`src/rtl/ipchk_pkg.sv`:
```
package ipchk_pkg;

    localparam int unsigned V4_MIN_IHL   = 5;
    localparam int unsigned V6_HDR_BYTES = 40;
    localparam int unsigned TCP_HDR      = 20;
    localparam int unsigned UDP_HDR      = 8;
    localparam logic [7:0]  PROTO_TCP    = 8'd6;
    localparam logic [7:0]  PROTO_UDP    = 8'd17;

    // Header fields kept while the stream passes
    typedef struct packed {
        logic [7:0]  vihl;     // version / IHL byte
        logic [15:0] v4_len;   // IPv4 total length
        logic [15:0] v6_len;   // IPv6 payload length
        logic [7:0]  b6;       // v4 flags/offset hi, v6 next header
        logic [7:0]  b7;       // v4 offset lo, v6 hop limit
        logic [7:0]  b8;       // v4 TTL
        logic [7:0]  b9;       // v4 protocol
        logic [15:0] sport;
        logic [15:0] dport;
        logic [15:0] ulen;
        logic [5:0]  tflags;
    } hdr_t;

    typedef struct packed {
        logic       is_v6;
        logic       tcp_or_udp;
        logic       is_frag;
        logic       ip_exc;
        logic       l4_err;
        logic [7:0] code;
    } status_t;

    function automatic logic [15:0] oc_add(input logic [15:0] a, input logic [15:0] b);
        logic [16:0] s;
        s = {1'b0, a} + {1'b0, b};
        return s[15:0] + {15'd0, s[16]};
    endfunction

    function automatic logic [7:0] tcp_flag_code(input logic [5:0] f);
        if (f == 6'h01)            return 8'd8;
        else if (f == 6'h00)       return 8'd9;
        else if (f[0] && f[2])     return 8'd10;
        else if (f[1] && f[5])     return 8'd11;
        else if (f[1] && f[2])     return 8'd12;
        else if (f[1] && f[0])     return 8'd13;
        else                       return 8'd0;
    endfunction

endpackage

```
`src/rtl/ipchk_capture.sv`:
```
module ipchk_capture
    import ipchk_pkg::*;
#(
    parameter int unsigned LEN_W = 16
) (
    input  logic             clk,
    input  logic             rst,
    input  logic             beat,
    input  logic [7:0]       data,
    input  logic             last,
    input  logic [LEN_W-1:0] pkt_len_in,
    input  logic             ext_bad_in,
    output hdr_t             hdr,
    output logic [LEN_W-1:0] pkt_len,
    output logic             csum_ok,
    output logic             ext_bad,
    output logic             done
);

    localparam int unsigned L4_SPAN = TCP_HDR;

    logic [LEN_W-1:0] idx;
    logic [LEN_W-1:0] l4off;
    logic [LEN_W-1:0] l4rel;
    logic [LEN_W-1:0] v4_hlen;
    logic [15:0]      acc;
    logic [7:0]       hi;
    logic             in_l4;

    assign v4_hlen = LEN_W'({hdr.vihl[3:0], 2'b00});
    assign l4off   = (hdr.vihl[7:4] == 4'd6) ? LEN_W'(V6_HDR_BYTES) : v4_hlen;
    assign l4rel   = idx - l4off;
    assign in_l4   = (idx >= l4off) && (l4rel < LEN_W'(L4_SPAN));
    assign csum_ok = (acc == 16'hFFFF);

    always_ff @(posedge clk) begin
        if (rst || done) begin
            idx     <= '0;
            hdr     <= '0;
            pkt_len <= '0;
            acc     <= '0;
            hi      <= '0;
            ext_bad <= 1'b0;
            done    <= 1'b0;
        end else begin
            done <= beat && last;
            if (beat) begin
                idx <= idx + 1'b1;
                if (idx == '0) pkt_len <= pkt_len_in;
                if (last) ext_bad <= ext_bad_in;
                case (idx)
                    LEN_W'(0): hdr.vihl          <= data;
                    LEN_W'(2): hdr.v4_len[15:8]  <= data;
                    LEN_W'(3): hdr.v4_len[7:0]   <= data;
                    LEN_W'(4): hdr.v6_len[15:8]  <= data;
                    LEN_W'(5): hdr.v6_len[7:0]   <= data;
                    LEN_W'(6): hdr.b6            <= data;
                    LEN_W'(7): hdr.b7            <= data;
                    LEN_W'(8): hdr.b8            <= data;
                    LEN_W'(9): hdr.b9            <= data;
                    default: ;
                endcase
                if (in_l4 && idx >= LEN_W'(V4_MIN_IHL * 4)) begin
                    case (l4rel)
                        LEN_W'(0):  hdr.sport[15:8] <= data;
                        LEN_W'(1):  hdr.sport[7:0]  <= data;
                        LEN_W'(2):  hdr.dport[15:8] <= data;
                        LEN_W'(3):  hdr.dport[7:0]  <= data;
                        LEN_W'(4):  hdr.ulen[15:8]  <= data;
                        LEN_W'(5):  hdr.ulen[7:0]   <= data;
                        LEN_W'(13): hdr.tflags      <= data[5:0];
                        default: ;
                    endcase
                end
                // ones-complement word sum over the IPv4 header
                if (!idx[0]) begin
                    hi <= data;
                end else if (idx < v4_hlen) begin
                    acc <= oc_add(acc, {hi, data});
                end
            end
        end
    end

    AST_POS_CLEARS: assert property (@(posedge clk) disable iff (rst)
        done |=> (idx == '0 && acc == '0));

endmodule

```
`src/rtl/ipchk_classify.sv`:
```
module ipchk_classify
    import ipchk_pkg::*;
#(
    parameter int unsigned LEN_W = 16
) (
    input  hdr_t             hdr,
    input  logic [LEN_W-1:0] pkt_len,
    input  logic             csum_ok,
    input  logic             ext_bad,
    output status_t          st
);

    localparam int unsigned W = LEN_W + 2;

    logic [3:0]   ver, ihl;
    logic         v4, v6, is_tcp, is_udp, tou, frag;
    logic [W-1:0] hlen, decl, plen, need, remain;
    logic [7:0]   hop, proto, ip_code, l4_code;
    logic         short_hdr, csum_bad, trunc, hop0, opts;
    logic         malformed, udp_over, port0;

    always_comb begin
        ver    = hdr.vihl[7:4];
        ihl    = hdr.vihl[3:0];
        v4     = (ver == 4'd4);
        v6     = (ver == 4'd6);
        hlen   = v6 ? W'(V6_HDR_BYTES) : W'({ihl, 2'b00});
        decl   = v6 ? W'(V6_HDR_BYTES) + W'(hdr.v6_len) : W'(hdr.v4_len);
        plen   = W'(pkt_len);
        hop    = v6 ? hdr.b7 : hdr.b8;
        proto  = v6 ? hdr.b6 : hdr.b9;
        is_tcp = (proto == PROTO_TCP);
        is_udp = (proto == PROTO_UDP);
        tou    = (v4 || v6) && (is_tcp || is_udp);
        frag   = v4 && (hdr.b6[5] || ({hdr.b6[4:0], hdr.b7} != 13'd0));

        short_hdr = (v4 && ihl < 4'(V4_MIN_IHL)) || (plen < hlen);
        csum_bad  = v4 && !short_hdr && !csum_ok;
        trunc     = plen < decl;
        hop0      = (hop == 8'd0);
        opts      = v4 && (ihl > 4'(V4_MIN_IHL));

        if (!v4 && !v6)    ip_code = 8'd1;
        else if (csum_bad) ip_code = 8'd2;
        else if (short_hdr) ip_code = 8'd3;
        else if (trunc)    ip_code = 8'd4;
        else if (hop0)     ip_code = 8'd5;
        else if (opts)     ip_code = 8'd6;
        else               ip_code = 8'd0;

        need      = is_tcp ? W'(TCP_HDR) : W'(UDP_HDR);
        malformed = decl < (hlen + need);
        remain    = decl - hlen;
        udp_over  = is_udp && (W'(hdr.ulen) > remain);
        port0     = (hdr.sport == 16'd0) || (hdr.dport == 16'd0);

        if (ip_code != 8'd0 || frag || !tou) l4_code = 8'd0;
        else if (malformed) l4_code = 8'd1;
        else if (ext_bad)   l4_code = 8'd2;
        else if (udp_over)  l4_code = 8'd3;
        else if (port0)     l4_code = 8'd4;
        else if (is_tcp)    l4_code = tcp_flag_code(hdr.tflags);
        else                l4_code = 8'd0;

        st.is_v6      = v6;
        st.tcp_or_udp = tou;
        st.is_frag    = frag;
        st.ip_exc     = (ip_code != 8'd0);
        st.l4_err     = (l4_code != 8'd0);
        st.code       = (ip_code != 8'd0) ? ip_code : l4_code;
    end

endmodule

```
`src/rtl/ipchk_top.sv`:
```
module ipchk_top
    import ipchk_pkg::*;
#(
    parameter int unsigned LEN_W = 16
) (
    input  logic             clk,
    input  logic             rst,
    input  logic             in_valid,
    output logic             in_ready,
    input  logic [7:0]       in_data,
    input  logic             in_last,
    input  logic [LEN_W-1:0] in_pkt_len,
    input  logic             in_l4_csum_bad,
    output logic             st_valid,
    output logic             st_is_v6,
    output logic             st_tcp_or_udp,
    output logic             st_is_frag,
    output logic             st_ip_exc,
    output logic             st_l4_err,
    output logic [7:0]       st_code
);

    hdr_t             hdr;
    status_t          st;
    logic [LEN_W-1:0] pkt_len;
    logic             csum_ok, ext_bad, done, beat;

    assign in_ready = !done;
    assign beat     = in_valid && in_ready;

    ipchk_capture #(.LEN_W(LEN_W)) u_cap (
        .clk(clk), .rst(rst), .beat(beat), .data(in_data), .last(in_last),
        .pkt_len_in(in_pkt_len), .ext_bad_in(in_l4_csum_bad),
        .hdr(hdr), .pkt_len(pkt_len), .csum_ok(csum_ok), .ext_bad(ext_bad),
        .done(done)
    );

    ipchk_classify #(.LEN_W(LEN_W)) u_cls (
        .hdr(hdr), .pkt_len(pkt_len), .csum_ok(csum_ok), .ext_bad(ext_bad),
        .st(st)
    );

    assign st_valid      = done;
    assign st_is_v6      = done && st.is_v6;
    assign st_tcp_or_udp = done && st.tcp_or_udp;
    assign st_is_frag    = done && st.is_frag;
    assign st_ip_exc     = done && st.ip_exc;
    assign st_l4_err     = done && st.l4_err;
    assign st_code       = done ? st.code : 8'd0;

    AST_ONE_PULSE: assert property (@(posedge clk) disable iff (rst)
        st_valid |=> !st_valid);
    AST_READY_GAP: assert property (@(posedge clk) disable iff (rst)
        st_valid |-> !in_ready);
    AST_LAST_TO_STATUS: assert property (@(posedge clk) disable iff (rst)
        (in_valid && in_ready && in_last) |=> st_valid);
    AST_EXC_EXCLUSIVE: assert property (@(posedge clk) disable iff (rst)
        st_valid |-> !(st_ip_exc && st_l4_err));
    AST_CODE_LEGAL: assert property (@(posedge clk) disable iff (rst)
        (st_valid && (st_ip_exc || st_l4_err)) |-> (st_code != 8'd0 && st_code <= 8'd13));
    AST_FRAG_NO_L4: assert property (@(posedge clk) disable iff (rst)
        (st_valid && st_is_frag) |-> !st_l4_err);
    AST_L4_NEEDS_PROTO: assert property (@(posedge clk) disable iff (rst)
        (st_valid && st_l4_err) |-> st_tcp_or_udp);
    AST_IP_CODE_RANGE: assert property (@(posedge clk) disable iff (rst)
        (st_valid && st_ip_exc) |-> (st_code <= 8'd6));

endmodule

```
`config.mk`:
```
export PLATFORM = sky130hd
export DESIGN_NAME = ipchk_top
export DESIGN_NICKNAME = d
export VERILOG_FILES = /design/src/rtl/ipchk_pkg.sv /design/src/rtl/ipchk_capture.sv /design/src/rtl/ipchk_classify.sv /design/src/rtl/ipchk_top.sv
export SDC_FILE = /design/constraint.sdc
export NUM_CORES = 1
export LEC_CHECK = 0
export BUFFER_PORTS_ARGS = -buffer_cell sky130_fd_sc_hd__buf_2
export CAP_MARGIN = 20
export CORE_ASPECT_RATIO = 0.6
export CORE_MARGIN = 4
export CORE_UTILIZATION = 35
export DETAILED_ROUTE_END_ITERATION = 10
export PLACE_DENSITY = 0.54
export SLEW_MARGIN = 10
export SYNTH_ARGS = -nofsm -noshare
export SYNTH_HDL_FRONTEND = slang
export SYNTH_HIERARCHICAL = 1
export SYNTH_SLANG_ARGS = --single-unit
```
`constraint.sdc`:
```
create_clock -name clk -period 6.9 [get_ports clk]
set_input_delay 1.035 -clock clk [delete_from_list [all_inputs] [get_ports clk]]
set_output_delay 1.035 -clock clk [all_outputs]
set_load 0.01 [all_outputs]
```
**After elaboration in Yosys (flattened, before gate mapping)**

Index checks and enable logic that the tools add are counted.

- Register bits: 184
- Latch bits: 0
- RAM bits: 0
- Bits in read-only memories: 0
- Input bits: 29
- Output and inout bits: 15
- Logic and storage cells: 149
- Memories kept: 0

- $add $sub $neg: 7
- $mul: 0
- Div/mod/pow operators: 0
- $lt $le $gt $ge: 10
- Eq/ne operators: 20
- Shift-type cells: 0
- Multiplexer cells: 26
- Bitwise operators: 1
- Reductions and logical operators: 63

Operators with widths:

| cell | count |
|---|---|
| 8-bit two-way mux | 20 |
| 16-bit by 3-bit == test with 1-bit output (second input constant) | 6 |
| 16-bit by 2-bit == test with 1-bit output (second input constant) | 4 |
| 16-bit zero test | 4 |
| 16-bit by 4-bit == test with 1-bit output (second input constant) | 3 |
| 16-bit by 18-bit less-than comparator with 1-bit output | 2 |
| 3-bit AND reduction | 8 |
| 2-bit AND reduction | 11 |
| 1-bit logical AND | 21 |
| 18-bit adder | 1 |
| 16-bit by 18-bit > comparator with 1-bit output | 1 |
| 18-bit less-than comparator | 1 |
| 18-bit two-way mux | 1 |
| 18-bit subtractor | 1 |
| 16-bit by 16-bit adder with 17-bit output | 1 |
| 6-bit by 16-bit adder with 17-bit output (first input constant) | 1 |
| 16-bit by 1-bit adder with 16-bit output | 1 |
| 16-bit by 1-bit adder with 16-bit output (second input constant) | 1 |
| 16-bit by 1-bit == test with 1-bit output (second input constant) | 1 |
| 16-bit == test (second input constant) | 1 |
| 16-bit >= comparator | 1 |
| 16-bit by 5-bit >= comparator with 1-bit output (second input constant) | 1 |
| 16-bit by 5-bit less-than comparator with 1-bit output (second input constant) | 1 |
| 16-bit by 6-bit less-than comparator with 1-bit output | 1 |
| 18 further kinds | 33 |

**Depth between registers and ports, before layout**

- Word-level depth: 15
- Mapped depth: 23
- Depth with buffers taken out: 21

**Hierarchy**

Netlist, hierarchy kept.

Modules (own cells, without submodules):

| module | instances | cells each | area an instance (um^2) | seq. area each (um^2) |
|---|---|---|---|---|
| ipchk_capture | 1 | 957 | 8094.0 | 3683.5 |
| ipchk_classify | 1 | 343 | 2426.1 | 0.0 |
| ipchk_top | 1 | 16 | 116.4 | 0.0 |

**Least setup slack after synthesis**

No wires, ideal clock.

- Path kind: flip-flop to output port
- Start: reg u_cap/hdr[123] (netlist name)
- End: out st_l4_err
- Arrival: 4.893 ns
- Required time: 5.865 ns
- Slack: 0.972 ns
- Cell stages (with the launch flop): 24
- Path through: dfxtp_1 > nand4bb_1 > inv_2 > buf_2 > buf_2 > nor2_1 > ha_1 > nor2b_1 > o21a_1 > o21a_1 > or3_1 > nor2_1 > nand2_1 > xnor2_1 > ha_1 > nand4_1 > nor3_1 > o311ai_0 > o211a_1 > a211o_1 > a311oi_1 > a211oi_1 > o22ai_1 > and2_2

RTL lines:

| element | RTL line | source |
|---|---|---|
| end: declaration | ipchk_top.sv:19 | `output logic st_l4_err,` |

==> results by group <==
Die
  – Die outline area: 0.0333 sq mm
  – Die X: 233 um
  – FP Rows: 49
  – IO Count: 44
  – Chip height: 143 um
  – Initial Util: 35.6%
  – Core footprint: 0.0299 sq mm

Global route
  – Initial antenna violation count: 0
  – Grt ovf: 0
  – Global-route wire length before repair: 48,700 um
  – Largest net degree at the start of global routing: 85
  – GRT Resource Usage Total: 19.0%
  – Vias in the first global route: 8,290

Placed design
  – DP Wirelength: 22,600 um
  – Dpl cell area: 0.0111 sq mm
  – Gpl congestion: 0.943
  – I/O Buffers: 39
  – # placed instances: 1,702

Route
  – Routed Wire Length: 31,500 um
  – DRT antenna net count: 0
  – DR iter-0 viols: 872
  – Vias per inst: 5.30
  – Via count: 9,199
  – DR DRC count: 0
  – First-pass DRT Iterations: 5
  – Average wire per standard cell: 18.1 um

Finish
  – Layout cells sized above 1: 9.64%
  – Area of the multi-input gates: 0.00654 sq mm
  – # fillers: 3,104
  – Util after Layout: 39.2%
  – Non-Filler Instances: 1,736
  – Layout area overhead: 10.4%
  – Final Cell Area: 0.0117 sq mm
  – Nets@finish: 1,419
  – Antenna cells: 0
  – FF/Latch Area: 0.00368 sq mm

Synth
  – Async S/R FF share, synth: 0%
  – Post-synthesis compound-gate area fraction: 14.6%
  – Most common flop cell mapped by yosys: dfxtp_1
  – Synth Cell Area: 0.0106 sq mm
  – Post-synthesis area per instance: 8.08 sq um
  – Post-synthesis adder-cell area fraction: 9.39%
  – Fraction of synthesized area in multiplexers: 6.31%
  – Simple logic cell fraction of the synthesized area: 25.8%
  – Sequential area share after synthesis: 34.6%
  – Largest family of logic cells by synthesized area: simple AND/OR/NAND/NOR gates
  – Number of distinct library cells after synthesis: 87
  – Cells after synthesis: 1,316
  – Yosys warnings: 6
  – Post-synth EDFFs: 0
  – Yosys reg bits: 184
  – Post-Synth XOR/XNOR Area: 5.02%

Worst setup path
  – Arrival time worst endpoint: 5.51 ns
  – Critical path required time: 5.86 ns
  – Crit-path leading delay family: simple AND/OR/NAND/NOR gates
  – Largest fanout on the critical path: 22
  – Slowest stage delay, CP: 0.38 ns
  – Critical-path top delay cell: or3_1
  – CP cell instances: nand4bb_1, buf_6, nand2_1, o21ai_2, ha_1, nor2b_1, o21a_1, o21a_1, or3_1, nor2_2, nand2_1, xnor2_1, ha_1, nand4_1, nor3_2, o311ai_0, o211a_1, a211o_1, a311oi_1, buf_4, a211oi_1, o22ai_1, and2_2, buf_2
  – Critical Path Start Type: flop
  – CP Buf/Inv Count: 3
  – Critical Path End Type: output port
  – Crit Path Category: flop to output port

Flow run
  – Max-cap violations: 0

STA
  – Crit share post-route: 94.8%
  – Skew final: 0.0125 ns
  – Final hold vios: 0
  – Max Fclk: 0.153 GHz
  – # setup viols final: 0
  – Fin. max-slew vios: 0
  – Slew HR: 20.6%
  – Worst-Margin Slew: 1.19 ns
  – Fin crit period: 6.54 ns

Clock network
  – Clk_lat worst skew: 0.46 ns
  – TritonCTS Sinks: 184
  – Htree depth: 4
  – CTS tree: yes
  – Clk root buf: clkbuf_16
  – Num CTS Buffers: 17
  – CTS max path bufs: 2
  – Clock Pin Slew Worst Setup and Hold Paths: 0.08 ns

Min path
  – Hold crit path type: flop to flop

Power
  – NetSw: 736 uW
  – PwrDens: 206 mW/mm^2
  – Comb power frac: 13.8%
  – Sequential power share: 45.3%
  – Pleak: 4.81 nW
  – Clk pwr share: 40.9%
  – Int Pwr: 1.69 mW
  – Peak supply drop: 0.186 mV
  – Switching part of the total: 30.4%

Status
  – Status: completed
==> sequential cells by signal, indices dropped and copies added (netlist names) <==
signal / count
u_cap/idx: 16
u_cap/ext_bad: 1
u_cap/pkt_len: 16
u_cap/hdr: 126
u_cap/acc: 16
u_cap/done: 1
u_cap/hi: 8
==> per-stage QoR <==
step / power, mW / hold WS (ns) / setup slack [ns] / setup TNS [ns]
after floorplan: 1.36 / 0.426 / 0.972 / 0
after global placement: 1.45 / 0.436 / 0.669 / 0
after detailed placement: 1.45 / 0.443 / 0.513 / 0
after CTS: 2.44 / 0.453 / 0.0710 / 0
after global routing: 2.53 / 0.461 / -0.0134 / -0.0134
final: 2.42 / 0.452 / 0.356 / 0
==> layer usage <==
metal | track usage, % | part of all wire [%]
met1 | 30.7 | 54
met2 | 24.9 | 38
met3 | 3.93 | 6.7
met4 | 5.09 | 1.7
met5 | 0 | 0
==> cell usage after synthesis, types with 7 or more instances <==
master,instances,area (sq um)
buf_4,8,60.1
o21ai_0,21,105
xnor2_1,23,201
clkbuf_1,50,188
nor3_1,20,100
nor4_1,20,125
nand3_1,29,145
or4_1,7,52.6
ha_1,71,888
nand4_1,14,87.6
and2_2,9,67.6
nor2b_1,11,68.8
and2_1,16,100
a211oi_1,16,120
nor2_1,131,492
a21o_1,12,90.1
dfxtp_1,184,3680
and3_1,9,56.3
a21oi_1,125,626
nand2_1,259,972
inv_1,31,116
buf_2,11,55.1
mux2i_1,67,671
xor2_1,38,333
nand2b_1,11,68.8
==> cells by family after synthesis <==
group           Yosys count
fa+ha+maj                78
buf+inv                 105
simple gates            579
mux                      67
other cells               1
compound gates          241
flops                   184
xor+xnor                 61
==> path summary, 6_finish.rpt <==
path / startpoint / end / slack, ns / cells past startpoint
worst max-delay path: u_cap/hdr[125] / st_l4_err / 0.36 / 24
worst min register to register: u_cap/hdr[61] / u_cap/hdr[61] / 0.45 / 2
worst max register to register: u_cap/hdr[123] / u_cap/hdr[37] / 2.66 / 12
worst min-delay path: u_cap/hdr[61] / u_cap/hdr[61] / 0.45 / 2
==> power by group through the flow <==
| stage | registers [mW] | logic (mW) | clock network [mW] |
|---|---|---|---|
| finish | 1.10 | 0.333 | 0.991 |
| global route | 1.10 | 0.366 | 1.06 |
| CTS | 1.10 | 0.327 | 1.02 |
| detailed placement | 1.12 | 0.324 | 0 |
| global placement | 1.12 | 0.326 | 0 |
| floorplan | 1.11 | 0.242 | 0 |
==> cell type report <==
class                           instances  area share [%]
Inverter                               32            1.04
Tap cell                              408            4.35
Timing Repair Buffer                   50            2.43
Clock buffer                           17            3.62
Multi-Input combinational cell       1030            55.7
Clock inverter                         15            1.43
Sequential cell                       184            31.4
==> repair_timing <==
item | 4_1_cts | 5_1_grt
hold buffers | 0 | 0
resized for setup | 1 | 9
endpoints found under the setup margin | 2 | 5
buffers inserted | 0 | 2
==> tightest hold or removal path, stage by stage, from the launching register on <==
cell and delay (ns):
dfxtp_1 0.31, nand2_1 0.05, a21oi_1 0.05
==> layout by cell type (no fill, tap or decap), drive strengths merged, types with 4 or more instances in the layout <==
master,n
nor3b,4
nor2,131
nor4,22
dfxtp,184
or3,5
a21o,12
inv,41
and3,9
buf,50
nor3,23
or2,4
o21ai,26
clkbuf,17
conb,4
and4,5
o21bai,4
ha,71
or4,7
o21a,5
xnor2,23
nand4,16
mux2i,67
nand3,30
clkinv,6
nand2,260
fa,4
and2,25
nor2b,11
xor2,38
o211ai,7
a211oi,19
nand2b,11
a21oi,126
No activity file was read; power rests on OpenSTA's default activity.
